File: src/rtl/roadway_signal_ctrl.sv
module roadway_signal_ctrl #(
  parameter int SHORT_CYCLES = 3,
  parameter int LONG_CYCLES  = 10
) (
  input  logic       clk,
  input  logic       rst,
  input  logic       farm_car,
  output logic [1:0] hwy_lamp,
  output logic [1:0] farm_lamp
);
  localparam int CW = $clog2(LONG_CYCLES + 1);
  localparam logic [CW-1:0] SHORT_V = CW'(SHORT_CYCLES);
  localparam logic [CW-1:0] LONG_V  = CW'(LONG_CYCLES);
  localparam logic [1:0] RED = 2'b00, YEL = 2'b01, GRN = 2'b10;

  typedef enum logic [1:0] {HWY_GO, HWY_WARN, FARM_GO, FARM_WARN} phase_t;

  phase_t phase, phase_nx;
  logic car_meta, car_seen;
  logic [CW-1:0] ticks;
  logic short_up, long_up, restart;
  logic [1:0] hwy_nx, farm_nx;

  always_ff @(posedge clk) begin
    if (rst) begin
      car_meta <= 1'b0;
      car_seen <= 1'b0;
    end else begin
      car_meta <= farm_car;
      car_seen <= car_meta;
    end
  end

  assign short_up = ticks >= SHORT_V;
  assign long_up  = ticks >= LONG_V;

  always_comb begin
    phase_nx = phase;
    case (phase)
      HWY_GO:    if (car_seen && long_up)   phase_nx = HWY_WARN;
      HWY_WARN:  if (short_up)              phase_nx = FARM_GO;
      FARM_GO:   if (!car_seen || long_up)  phase_nx = FARM_WARN;
      FARM_WARN: if (short_up)              phase_nx = HWY_GO;
      default:                              phase_nx = HWY_GO;
    endcase
  end

  assign restart = phase_nx != phase;

  always_ff @(posedge clk) begin
    if (rst || restart) ticks <= '0;
    else if (!long_up)  ticks <= ticks + 1'b1;
  end

  always_comb begin
    hwy_nx  = RED;
    farm_nx = RED;
    case (phase_nx)
      HWY_GO:    hwy_nx  = GRN;
      HWY_WARN:  hwy_nx  = YEL;
      FARM_GO:   farm_nx = GRN;
      FARM_WARN: farm_nx = YEL;
      default:   hwy_nx  = GRN;
    endcase
  end

  always_ff @(posedge clk) begin
    if (rst) begin
      phase     <= HWY_GO;
      hwy_lamp  <= GRN;
      farm_lamp <= RED;
    end else begin
      phase     <= phase_nx;
      hwy_lamp  <= hwy_nx;
      farm_lamp <= farm_nx;
    end
  end


  one_red_chk: assert property (@(posedge clk) disable iff (rst)
    (hwy_lamp == RED) || (farm_lamp == RED));


  lamp_code_chk: assert property (@(posedge clk) disable iff (rst)
    (hwy_lamp != 2'b11) && (farm_lamp != 2'b11));


  hwy_hold_chk: assert property (@(posedge clk) disable iff (rst)
    (phase == HWY_GO && !car_seen) |=> (phase == HWY_GO && hwy_lamp == GRN));


  hwy_warn_hold_chk: assert property (@(posedge clk) disable iff (rst)
    (phase == HWY_WARN && !short_up) |=> (phase == HWY_WARN));


  farm_warn_exit_chk: assert property (@(posedge clk) disable iff (rst)
    (phase == FARM_WARN && short_up) |=> (phase == HWY_GO && hwy_lamp == GRN));


  restart_clear_chk: assert property (@(posedge clk) disable iff (rst)
    restart |=> (ticks == '0));


  no_overflow_chk: assert property (@(posedge clk) disable iff (rst)
    ticks <= LONG_V);


  farm_lamp_chk: assert property (@(posedge clk) disable iff (rst)
    (phase == FARM_GO) |-> (farm_lamp == GRN && hwy_lamp == RED));
endmodule

File: config.mk
export PLATFORM = sky130hd
export DESIGN_NAME = roadway_signal_ctrl
export DESIGN_NICKNAME = d
export VERILOG_FILES = /design/src/rtl/roadway_signal_ctrl.sv
export SDC_FILE = /design/constraint.sdc
export NUM_CORES = 1
export LEC_CHECK = 0
export ABC_AREA = 0
export CAP_MARGIN = 20
export CORE_MARGIN = 3
export CORE_UTILIZATION = 25
export DETAILED_ROUTE_END_ITERATION = 6
export DONT_BUFFER_PORTS = 1
export GPL_TIMING_DRIVEN = 0
export PLACE_DENSITY = 0.49
export SLEW_MARGIN = 25
export SYNTH_ARGS = -nofsm -noshare
export SYNTH_HDL_FRONTEND = slang
export SYNTH_SLANG_ARGS = --single-unit
File: constraint.sdc
create_clock -name clk -period 3.3 [get_ports clk]
set_input_delay 0.66 -clock clk [delete_from_list [all_inputs] [get_ports clk]]
set_output_delay 0.66 -clock clk [all_outputs]
set_load 0.005 [all_outputs]
==> results of run 1 <==
-- cell families (layout without fill, tap and decap cells) --
kind of cell	count (synthesis)	after routing	share of synthesized area
and+or+nand+nor	18	18	0.2000
buffers and inverters	5	9	0.05455
AOI/OAI and AO/OA	16	16	0.2637
DFF	12	12	0.4364
adders and majority gates	2	2	0.04545
-- worst max-delay path: stages, from the launching register on --
cell and delay, ns:
dfxtp_1 0.47, ha_1 0.30, o311ai_2 0.12, and2b_1 0.20, a211o_1 0.29
-- power by group through the flow --
stage	Combinational [mW]	Clock [mW]	Sequential, mW
after floorplan	0.0196	0	0.157
after global placement	0.0225	0	0.159
after detailed placement	0.0226	0	0.159
after CTS	0.0227	0.124	0.155
after global routing	0.0259	0.131	0.157
final	0.0226	0.118	0.155
-- worst max-delay path by stage --
stage / start / end / slack (ns) / depth (start not counted)
2_1_floorplan: ticks[1]$_SDFFE_PP0N_ / hwy_lamp[1]$_SDFF_PP1_ / 1.93 / 4
3_3_place_gp: ticks[1]$_SDFFE_PP0N_ / hwy_lamp[1]$_SDFF_PP1_ / 1.81 / 4
3_5_place_dp: ticks[1]$_SDFFE_PP0N_ / hwy_lamp[1]$_SDFF_PP1_ / 1.83 / 4
4_1_cts: ticks[1]$_SDFFE_PP0N_ / hwy_lamp[1]$_SDFF_PP1_ / 1.82 / 4
5_1_grt: ticks[0]$_SDFFE_PP0N_ / farm_lamp[1]$_SDFF_PP0_ / 1.65 / 5
6_report: ticks[1]$_SDFFE_PP0N_ / hwy_lamp[1]$_SDFF_PP1_ / 1.82 / 4
-- synth_stat cells --
cell,instances,area [um2]
o31a_1,1,8.760
o311ai_2,1,16.27
a22oi_1,1,7.510
nor2b_1,3,18.77
o21ai_0,1,5.000
o31ai_4,1,21.27
and2b_1,1,7.510
a21oi_1,3,15.01
a31oi_1,1,6.260
nand3b_1,1,7.510
buf_4,1,7.510
nand2b_4,1,13.76
o22ai_1,1,6.260
o221ai_1,1,8.760
a211o_1,1,8.760
buf_6,1,11.26
inv_1,3,11.26
a211oi_2,1,12.51
a21oi_2,1,8.760
nand2_1,2,7.510
nand3_1,1,5.000
dfxtp_1,12,240.2
o31ai_2,1,12.51
nor3_2,1,10.01
ha_1,2,25.02
nand2b_1,2,12.51
o21a_1,1,7.510
nor3_1,4,20.02
nor2_1,2,7.510
-- state kept, by name, summed over array words and instances, names as in the netlist --
register   count
car_meta       1
hwy_lamp       2
phase          2
car_seen       1
ticks          4
farm_lamp      2
-- metal layers --
| layer | routed length (um) | GRT usage | up-vias |
|---|---|---|---|
| li1 | - | - | 202 |
| met1 | 464 | 0.1177 | 157 |
| met2 | 410 | 0.1136 | 9 |
| met3 | 47 | 0.03662 | 0 |
| met4 | 0 | 0.01277 | 0 |
| met5 | 0 | 0 | - |
-- area by class of cell --
cell class,instances,area (um2)
Multi-Input combinational cell,36,280.3
Sequential cell,12,240.2
Inverter,3,11.26
Fill cell,217,1401
Buffer,2,18.77
Tap cell,27,33.78
Clock buffer,4,36.28
==> results.sh, run 1 <==
export IMPL_r2r_slack_ns=1.82
export IMPL_hold_start="rst"
export IMPL_layout_commonest_cell="dfxtp_1"
export IMPL_maxSlewViolCount=0
export IMPL_critPathCaptureType="flip-flop"
export IMPL_vias=368
export IMPL_power_frac_comb=0.076
export IMPL_dp_final_hpwl_um=656.5
export IMPL_grt_antenna_before_repair=0
export IMPL_initial_core_util=0.2723
export IMPL_synth_cell_types=29
export IMPL_setup_viol=0
export IMPL_grt_ovfl_total=0
export IMPL_p_sw_mw=0.06873
export IMPL_cts_resized=0
export IMPL_grt_max_degree=10
export IMPL_place_area_um2=584.3
export IMPL_rsz0062_at_grt="no"
export IMPL_wl_um=922
export IMPL_syn_area_per_cell_um2=10.39
export IMPL_grt_use_total=0.08226
export IMPL_first_iter_violations=7
export IMPL_period_share=0.4481
export IMPL_num_rows=16
export IMPL_drv_cap=0
export IMPL_clkPwrFrac=0.399
export IMPL_internal_power_mw=0.2269
export IMPL_ys_seq_area_frac=0.4364
export IMPL_io_pins=7
export IMPL_cp_arrival_ns=1.65
export IMPL_reg2reg_depth=4
export IMPL_root_buffer="clkbuf_4"
export IMPL_clock_path_buffers=2
export IMPL_grt_pass1_vias=386
export IMPL_cts_tree="yes"
export IMPL_outcome="complete, no violations"
export IMPL_core_mm2=0.002022
export IMPL_insertedDiodeCount=0
export IMPL_final_core_util=0.3069
export IMPL_layoutNonFillerInstCount=84
export IMPL_viasPerCell=4.381
export IMPL_cts_sinks=12
export IMPL_holdPathStages=1
export IMPL_drive_gt1_frac=0.2281
export IMPL_numCtsBuffers=3
export IMPL_dp_cells=80
export IMPL_p_per_area_mw_per_mm2=476.4
export IMPL_clock_latency_ns=0.27
export IMPL_criticalPathCategory="reg2reg"
export IMPL_drc=0
export IMPL_antenna_left=0
export IMPL_seqPwrFrac=0.525
export IMPL_hold_buffers=0
export IMPL_post_cts_buffers=0
export IMPL_die_w_um=52.93
export IMPL_wl_per_cell_um=10.98
export IMPL_fin_setup_tns_ns=0
export IMPL_final_cell_mix="12 x dfxtp_1, 4 x nor3_1"
export IMPL_timing_hold_ws_ns=0.4438
export IMPL_p_leak_nw=0.2101
export IMPL_switching_share=0.2325
export IMPL_port_buffers=0
export IMPL_r2r_start="ticks[1]$_SDFFE_PP0N_"
export IMPL_stdcell_area_um2=620.6
export IMPL_fmax_mhz=676.2
export IMPL_grt_pass1_wl_um=1718
export IMPL_required_ns=3.47
export IMPL_die_h_um=52.93
export IMPL_startpoint_type="flip-flop"
export IMPL_ys_warn_count=0
export IMPL_final_nets=63
export IMPL_peakVddDrop_mv=0.2429
export IMPL_p_total_mw=0.2956
export IMPL_clkSlewWorstSetupHoldPaths_ns=0.08
export IMPL_yosys_register_bits=12
export IMPL_fin_worst_skew_ns=0.003774
export IMPL_mappedNetlistNets=58
export IMPL_finalHoldViolCount=0
export IMPL_max_slew_margin=0.7364
export IMPL_syn_inst=53
export IMPL_drt_first_pass_iters=4
export IMPL_dieArea_mm2=0.002801
export IMPL_syn_area_um2=550.5
export IMPL_place_gp_congestion=0.7152
export IMPL_tightest_slew_ns=0.3930
export IMPL_min_path_type="in2reg"
export IMPL_fin_crit_ns=1.479
export IMPL_place_worst_setup_slack_ns=1.831
export IMPL_r2r_end="hwy_lamp[1]$_SDFF_PP1_"
export IMPL_htree_num_levels=1
export IMPL_whs_endpoint="farm_lamp[1]$_SDFF_PP0_"
export IMPL_syn_to_final_growth_pct=12.73
export IMPL_crit_fanout=7
export IMPL_finalWorstSetupSlack_ns=1.821
Power figures use the tool's default switching activity.
==> run 2: changes to the inputs <==
--- a/config.mk
+++ b/config.mk
@@ -5,7 +5,7 @@
 export SDC_FILE = /design/constraint.sdc
 export NUM_CORES = 1
 export LEC_CHECK = 0
-export ABC_AREA = 0
+export ABC_AREA = 1
 export CAP_MARGIN = 20
 export CORE_MARGIN = 3
 export CORE_UTILIZATION = 25
==> constraint.sdc (replaced) <==
create_clock -name clk -period 1.5 [get_ports clk]
set_input_delay 0.3 -clock clk [delete_from_list [all_inputs] [get_ports clk]]
set_output_delay 0.3 -clock clk [all_outputs]
set_load 0.005 [all_outputs]
==> run 2 against run 1 <==
Against the previous run: sequential share of layout area grew 0.80 points; sequential power grew 120%; flip-flop and latch count is the same; critical endpoint unchanged; count of clock-buffer cells in the layout shrank 1; critical path depth grew 3.
==> results.sh, run 2 <==
export IMPL_grt_use_total=0.07969
export IMPL_crit_chain="ha_1, nor3_4, nor2_2, nor2_4, nand2_2, nand2_1, inv_1"
export IMPL_yosys_cell_count_top_type="dfxtp_1"
export IMPL_drive_gt1_frac=0.2609
export IMPL_core_mm2=0.002022
export IMPL_port_buffers=0
export IMPL_holdPathStages=1
export IMPL_first_iter_violations=11
export IMPL_fin_worst_skew_ns=0.002498
export IMPL_clkSlewWorstSetupHoldPaths_ns=0.07
export IMPL_grt_antenna_before_repair=0
export IMPL_maxSlewViolCount=0
export IMPL_dp_cells=93
export IMPL_cts_sinks=12
export IMPL_required_ns=1.67
export IMPL_drc=0
export IMPL_insertedDiodeCount=0
export IMPL_yosys_register_bits=12
export IMPL_ys_seq_area_frac=0.4404
export IMPL_final_core_util=0.3007
export IMPL_wl_per_cell_um=8.896
export IMPL_fin_setup_tns_ns=0
export IMPL_root_buffer="clkbuf_4"
export IMPL_fin_crit_ns=1.291
export IMPL_grt_pass1_wl_um=1580
export IMPL_p_leak_nw=0.2715
export IMPL_syn_area_um2=545.5
export IMPL_max_slew_margin=0.8121
export IMPL_dieArea_mm2=0.002778
export IMPL_r2r_start="ticks[1]$_SDFFE_PP0N_"
export IMPL_place_gp_congestion=0.7796
export IMPL_synth_cell_types=20
export IMPL_layoutNonFillerInstCount=96
export IMPL_tightest_slew_ns=0.2814
export IMPL_min_path_type="in2reg"
export IMPL_vias=407
export IMPL_startpoint_type="flip-flop"
export IMPL_antenna_left=0
export IMPL_ys_async_sr_fraction=0
export IMPL_crit_fanout=5
export IMPL_htree_num_levels=1
export IMPL_synth_ff_type="dfxtp_1"
export IMPL_grt_pass1_vias=367
export IMPL_critical_path_buf_inv_count=1
export IMPL_p_total_mw=0.5715
export IMPL_regMostFlops="ticks"
export IMPL_p_per_area_mw_per_mm2=939.9
export IMPL_finalHoldViolCount=0
export IMPL_netlist_area_leader_share=0.4404
export IMPL_hold_buffers=0
export IMPL_reg2reg_depth=7
export IMPL_critPathMaxStageDelay_ns=0.36
export IMPL_syn_inst=66
export IMPL_cpMaxStageDelayCell="dfxtp_1"
export IMPL_hold_start="rst"
export IMPL_cp_top_family="simple AND/OR/NAND/NOR gates"
export IMPL_io_pins=7
export IMPL_grt_max_degree=7
export IMPL_wl_um=854
export IMPL_layout_commonest_cell="dfxtp_1"
export IMPL_drt_first_pass_iters=5
export IMPL_mappedNetlistNets=71
export IMPL_num_rows=16
export IMPL_clock_path_buffers=2
export IMPL_dp_final_hpwl_um=669
export IMPL_setup_viol=0
export IMPL_fmax_mhz=774.7
export IMPL_synth_common_cells="12 x dfxtp_1, 10 x inv_1, 9 x nor2_1"
export IMPL_final_nets=76
export IMPL_syn_area_per_cell_um2=8.266
export IMPL_period_share=0.8606
export IMPL_ys_warn_count=0
export IMPL_drv_cap=0
export IMPL_syn_to_final_growth_pct=11.47
export IMPL_critPathCaptureType="flip-flop"
export IMPL_synth_edf_count=0
export IMPL_initial_core_util=0.2698
export IMPL_outcome="complete, no violations"
export IMPL_clock_latency_ns=0.27
export IMPL_cp_arrival_ns=1.46
export IMPL_whs_endpoint="car_meta$_SDFF_PP0_"
export IMPL_r2r_slack_ns=0.21
export IMPL_viasPerCell=4.240
export IMPL_criticalPathCategory="reg2reg"
export IMPL_die_w_um=52.71
export IMPL_die_h_um=52.71
export IMPL_synth_largest_area_cell="dfxtp_1"
export IMPL_r2r_end="hwy_lamp[1]$_SDFF_PP1_"
export IMPL_numCtsBuffers=3
export IMPL_cts_tree="yes"
export IMPL_peakVddDrop_mv=0.3328
export IMPL_rsz0062_at_grt="no"
export IMPL_largest_reg_flops=4
export IMPL_synth_area_top_cells="dfxtp_1 44%, nand3_1 7.3%, inv_1 6.9%"
export IMPL_grt_ovfl_total=0
export IMPL_final_cell_mix="12 x dfxtp_1, 10 x inv_1, 9 x nor2_1"
-- run 2: changes by cell type in the layout (fill, tap and decap cells not counted), moves of 2 or more --
cell | before | now
nor3_1 | 4 | 0
nand2_2 | 0 | 6
inv_1 | 3 | 10
nand3_1 | 1 | 8
nor2b_1 | 3 | 0
nor2_1 | 2 | 9
nand2b_1 | 2 | 0
nand2_1 | 2 | 4
-- run 2: timing repair --
action | CTS | global route
resized for setup | 0 | 1
setup buffers | 0 | 0
endpoints found under the setup margin | 0 | 1
-- run 2: worst max path at each step --
stage                                  end                   from  slack, ns  cells after the start
floorplan           hwy_lamp[1]$_SDFF_PP1_  ticks[1]$_SDFFE_PP0N_       0.29                      7
finish              hwy_lamp[1]$_SDFF_PP1_  ticks[1]$_SDFFE_PP0N_       0.21                      7
CTS                 hwy_lamp[1]$_SDFF_PP1_  ticks[1]$_SDFFE_PP0N_       0.14                      7
detailed placement  hwy_lamp[1]$_SDFF_PP1_  ticks[1]$_SDFFE_PP0N_       0.15                      7
global route        hwy_lamp[1]$_SDFF_PP1_  ticks[1]$_SDFFE_PP0N_       0.05                      8
global placement    hwy_lamp[1]$_SDFF_PP1_  ticks[1]$_SDFFE_PP0N_       0.15                      7
-- run 2: cell families after synthesis --
group | share of synthesized area
and+or+nand+nor | 0.3463
DFF | 0.4404
buffers and inverters | 0.07569
AOI/OAI and AO/OA | 0.07569
adders and majority gates | 0.04586
xor gates and xnor gates | 0.01606
-- run 2: per-stage QoR --
| step | setup slack, ns | hold WS [ns] | area (um2) |
|---|---|---|---|
| after floorplan | 0.2901 | 0.3712 | 545.5 |
| after global placement | 0.1465 | 0.3730 | 579.3 |
| after detailed placement | 0.1514 | 0.3741 | 579.3 |
| after CTS | 0.1379 | 0.07922 | 601.8 |
| after global routing | 0.04863 | 0.07756 | 608.1 |
| final | 0.2091 | 0.09205 | 608.1 |
-- run 2: cell type report --
class | count | area (um2)
fillers | 222 | 1414
multi-input cells | 43 | 270.3
flip-flops and latches | 12 | 240.2
clock buffers | 3 | 22.52
well taps | 27 | 33.78
inverters | 11 | 41.29
-- run 2: power breakdown --
group	switching [mW]	internal, mW
combinational	0.0211	0.0194
clock	0.0983	0.0928
sequential	0.0119	0.328
-- run 2: metal layers --
| metal | share of wire | global-route usage |
|---|---|---|
| met3 | 0.049 | 0.04274 |
| met4 | 0.0023 | 0.02553 |
| met5 | 0 | 0 |
| met2 | 0.47 | 0.1054 |
| met1 | 0.47 | 0.1082 |
==> run 3: changes to the inputs <==
--- a/config.mk
+++ b/config.mk
@@ -7,7 +7,7 @@
 export LEC_CHECK = 0
 export ABC_AREA = 1
 export CAP_MARGIN = 20
-export CORE_MARGIN = 3
+export CORE_MARGIN = 2
 export CORE_UTILIZATION = 25
 export DETAILED_ROUTE_END_ITERATION = 6
 export DONT_BUFFER_PORTS = 1
==> constraint.sdc (replaced) <==
create_clock -name clk -period 1.3 [get_ports clk]
set_input_delay 0.26 -clock clk [delete_from_list [all_inputs] [get_ports clk]]
set_output_delay 0.26 -clock clk [all_outputs]
set_load 0.005 [all_outputs]
==> run 3 against run 2 <==
Against the previous run: sequential share of layout area down 2.9 points; core utilization up 3.4 points; clock power up 53%; sequential power up 16%; via count up 3.9%; first-iteration DRC count up 9.1%; flip-flop and latch count unchanged; fmax down 0.61%; critical path type unchanged; clock skew down 0.0015 ns; worst setup slack worse by 0.21 ns.
==> results.sh, run 3 (synthesized netlist as in run 2, its figures left out) <==
export IMPL_outcome="complete, no violations"
export IMPL_num_rows=16
export IMPL_final_core_util=0.3344
export IMPL_place_area_um2=579.3
export IMPL_regMostFlops="ticks"
export IMPL_io_pins=7
export IMPL_clock_path_buffers=2
export IMPL_p_leak_nw=0.2964
export IMPL_layout_commonest_cell="dfxtp_1"
export IMPL_syn_to_final_growth_pct=22.71
export IMPL_p_per_area_mw_per_mm2=1106
export IMPL_cts_tree="yes"
export IMPL_largest_reg_flops=4
export IMPL_cts_sinks=12
export IMPL_clkSlewWorstSetupHoldPaths_ns=0.07
export IMPL_first_iter_violations=12
export IMPL_globalRouteMet1Util=0.1182
export IMPL_drc=0
export IMPL_setup_viol=0
export IMPL_viasPerCell=4.273
export IMPL_stdcell_area_um2=669.4
export IMPL_dieArea_mm2=0.002572
export IMPL_grt_antenna_before_repair=0
export IMPL_drive_gt1_frac=0.3750
export IMPL_htree_num_levels=1
export IMPL_grt_use_total=0.08904
export IMPL_maxSlewViolCount=0
export IMPL_period_share=0.9990
export IMPL_criticalPathCategory="reg2reg"
export IMPL_grtUsageMet2=0.1250
export IMPL_holdPathStages=1
export IMPL_die_h_um=50.71
export IMPL_drt_first_pass_iters=4
export IMPL_cp_arrival_ns=1.47
export IMPL_startpoint_type="flip-flop"
export IMPL_required_ns=1.47
export IMPL_wl_per_cell_um=9.929
export IMPL_fin_crit_ns=1.299
export IMPL_grt_max_degree=8
export IMPL_grt_ovfl_total=0
export IMPL_core_mm2=0.002002
export IMPL_vias=423
export IMPL_rsz0062_at_grt="yes"
export IMPL_dp_final_hpwl_um=692.7
export IMPL_final_cell_mix="10 x dfxtp_1, 9 x inv_1, 8 x nor2_1, 8 x nand3_1, 5 x nand2_2"
export IMPL_finalHoldViolCount=0
export IMPL_root_buffer="clkbuf_4"
export IMPL_fmax_mhz=770.0
export IMPL_numCtsBuffers=3
export IMPL_final_nets=78
export IMPL_tightest_slew_ns=0.2750
export IMPL_drv_cap=0
export IMPL_clock_latency_ns=0.27
export IMPL_die_w_um=50.71
export IMPL_place_gp_congestion=0.7483
export IMPL_grtUsageMet3=0.04464
export IMPL_initial_core_util=0.2725
export IMPL_min_path_type="in2reg"
export IMPL_critPathCaptureType="flip-flop"
export IMPL_wl_um=983
export IMPL_peakVddDrop_mv=0.4333
export IMPL_fin_worst_skew_ns=0.0009650
export IMPL_max_slew_margin=0.8164
export IMPL_crit_fanout=5
export IMPL_top_usage_layer="met2"
export IMPL_antenna_left=0
export IMPL_insertedDiodeCount=0
export IMPL_grt_pass1_wl_um=1697
export IMPL_grt_pass1_vias=378
export IMPL_port_buffers=0
export IMPL_reg2reg_depth=7
-- run 3: cell count changes in the layout (fill, tap and decap cells not counted) --
cell      change
buf_4         +2
dfxtp_1       -2
nand2_4       +2
clkbuf_8      +1
dfxtp_2       +1
dfxtp_4       +1
ha_1          -1
ha_4          +1
inv_1         -1
inv_2         +1
nand2_1       -1
nand2_2       -1
nor2_1        -1
nor2_2        +1
-- run 3: worst max-delay path, cell delays in order, from the launching register on --
cell	delay [ns]
dfxtp_2	0.36
ha_4	0.18
nor3_4	0.24
nor2_2	0.09
nor2_4	0.16
nand2_4	0.08
nand2_2	0.06
inv_2	0.03
-- run 3: path summary, 6_finish.rpt --
path	startpoint	to	slack (ns)
max reg2reg	ticks[1]$_SDFFE_PP0N_	hwy_lamp[1]$_SDFF_PP1_	0.001
min reg2reg	car_meta$_SDFF_PP0_	car_seen$_SDFF_PP0_	0.41
max	ticks[1]$_SDFFE_PP0N_	hwy_lamp[1]$_SDFF_PP1_	0.001
min	rst	car_meta$_SDFF_PP0_	0.05
-- run 3: metrics by stage --
stage / instances / setup WS, ns / power, mW / hold slack (ns) / setup TNS (ns)
after floorplan: 66 / 0.09011 / 0.4368 / 0.3312 / 0
after global placement: 93 / -0.05991 / 0.4449 / 0.3328 / -0.07894
after detailed placement: 93 / -0.05642 / 0.4451 / 0.3339 / -0.08321
after CTS: 97 / 0.01054 / 0.7461 / 0.04153 / 0
after global routing: 99 / -0.09656 / 0.7889 / 0.03417 / -0.6185
final: 99 / 0.001262 / 0.7400 / 0.05022 / 0
-- run 3: power breakdown --
group          leakage (nW)  total, mW  switching, mW  internal [mW]
clock network        0.0210      0.292          0.122          0.170
registers            0.0986      0.396         0.0172          0.379
logic                 0.177     0.0518         0.0272         0.0245
-- run 3: metal layers --
| layer | part of all wire | routed length, um |
|---|---|---|
| met5 | 0 | 0 |
| met2 | 0.51 | 500 |
| met4 | 0.015 | 15 |
| met1 | 0.45 | 438 |
| met3 | 0.028 | 28 |
-- run 3: area by class of cell --
cell class	instances	area, um2
Sequential cell	12	245.2
Multi-Input combinational cell	43	297.8
Tap cell	27	33.78
Clock buffer	4	36.28
Timing Repair Buffer	2	15.01
Inverter	11	41.29
Fill cell	222	1333
-- run 3: timing repair --
item | 4_1_cts | 5_1_grt
gates resized for setup | 3 | 8
pin swaps | 0 | 10
setup endpoints to repair | 8 | 10
hold buffers | 0 | 0
setup buffers | 0 | 2
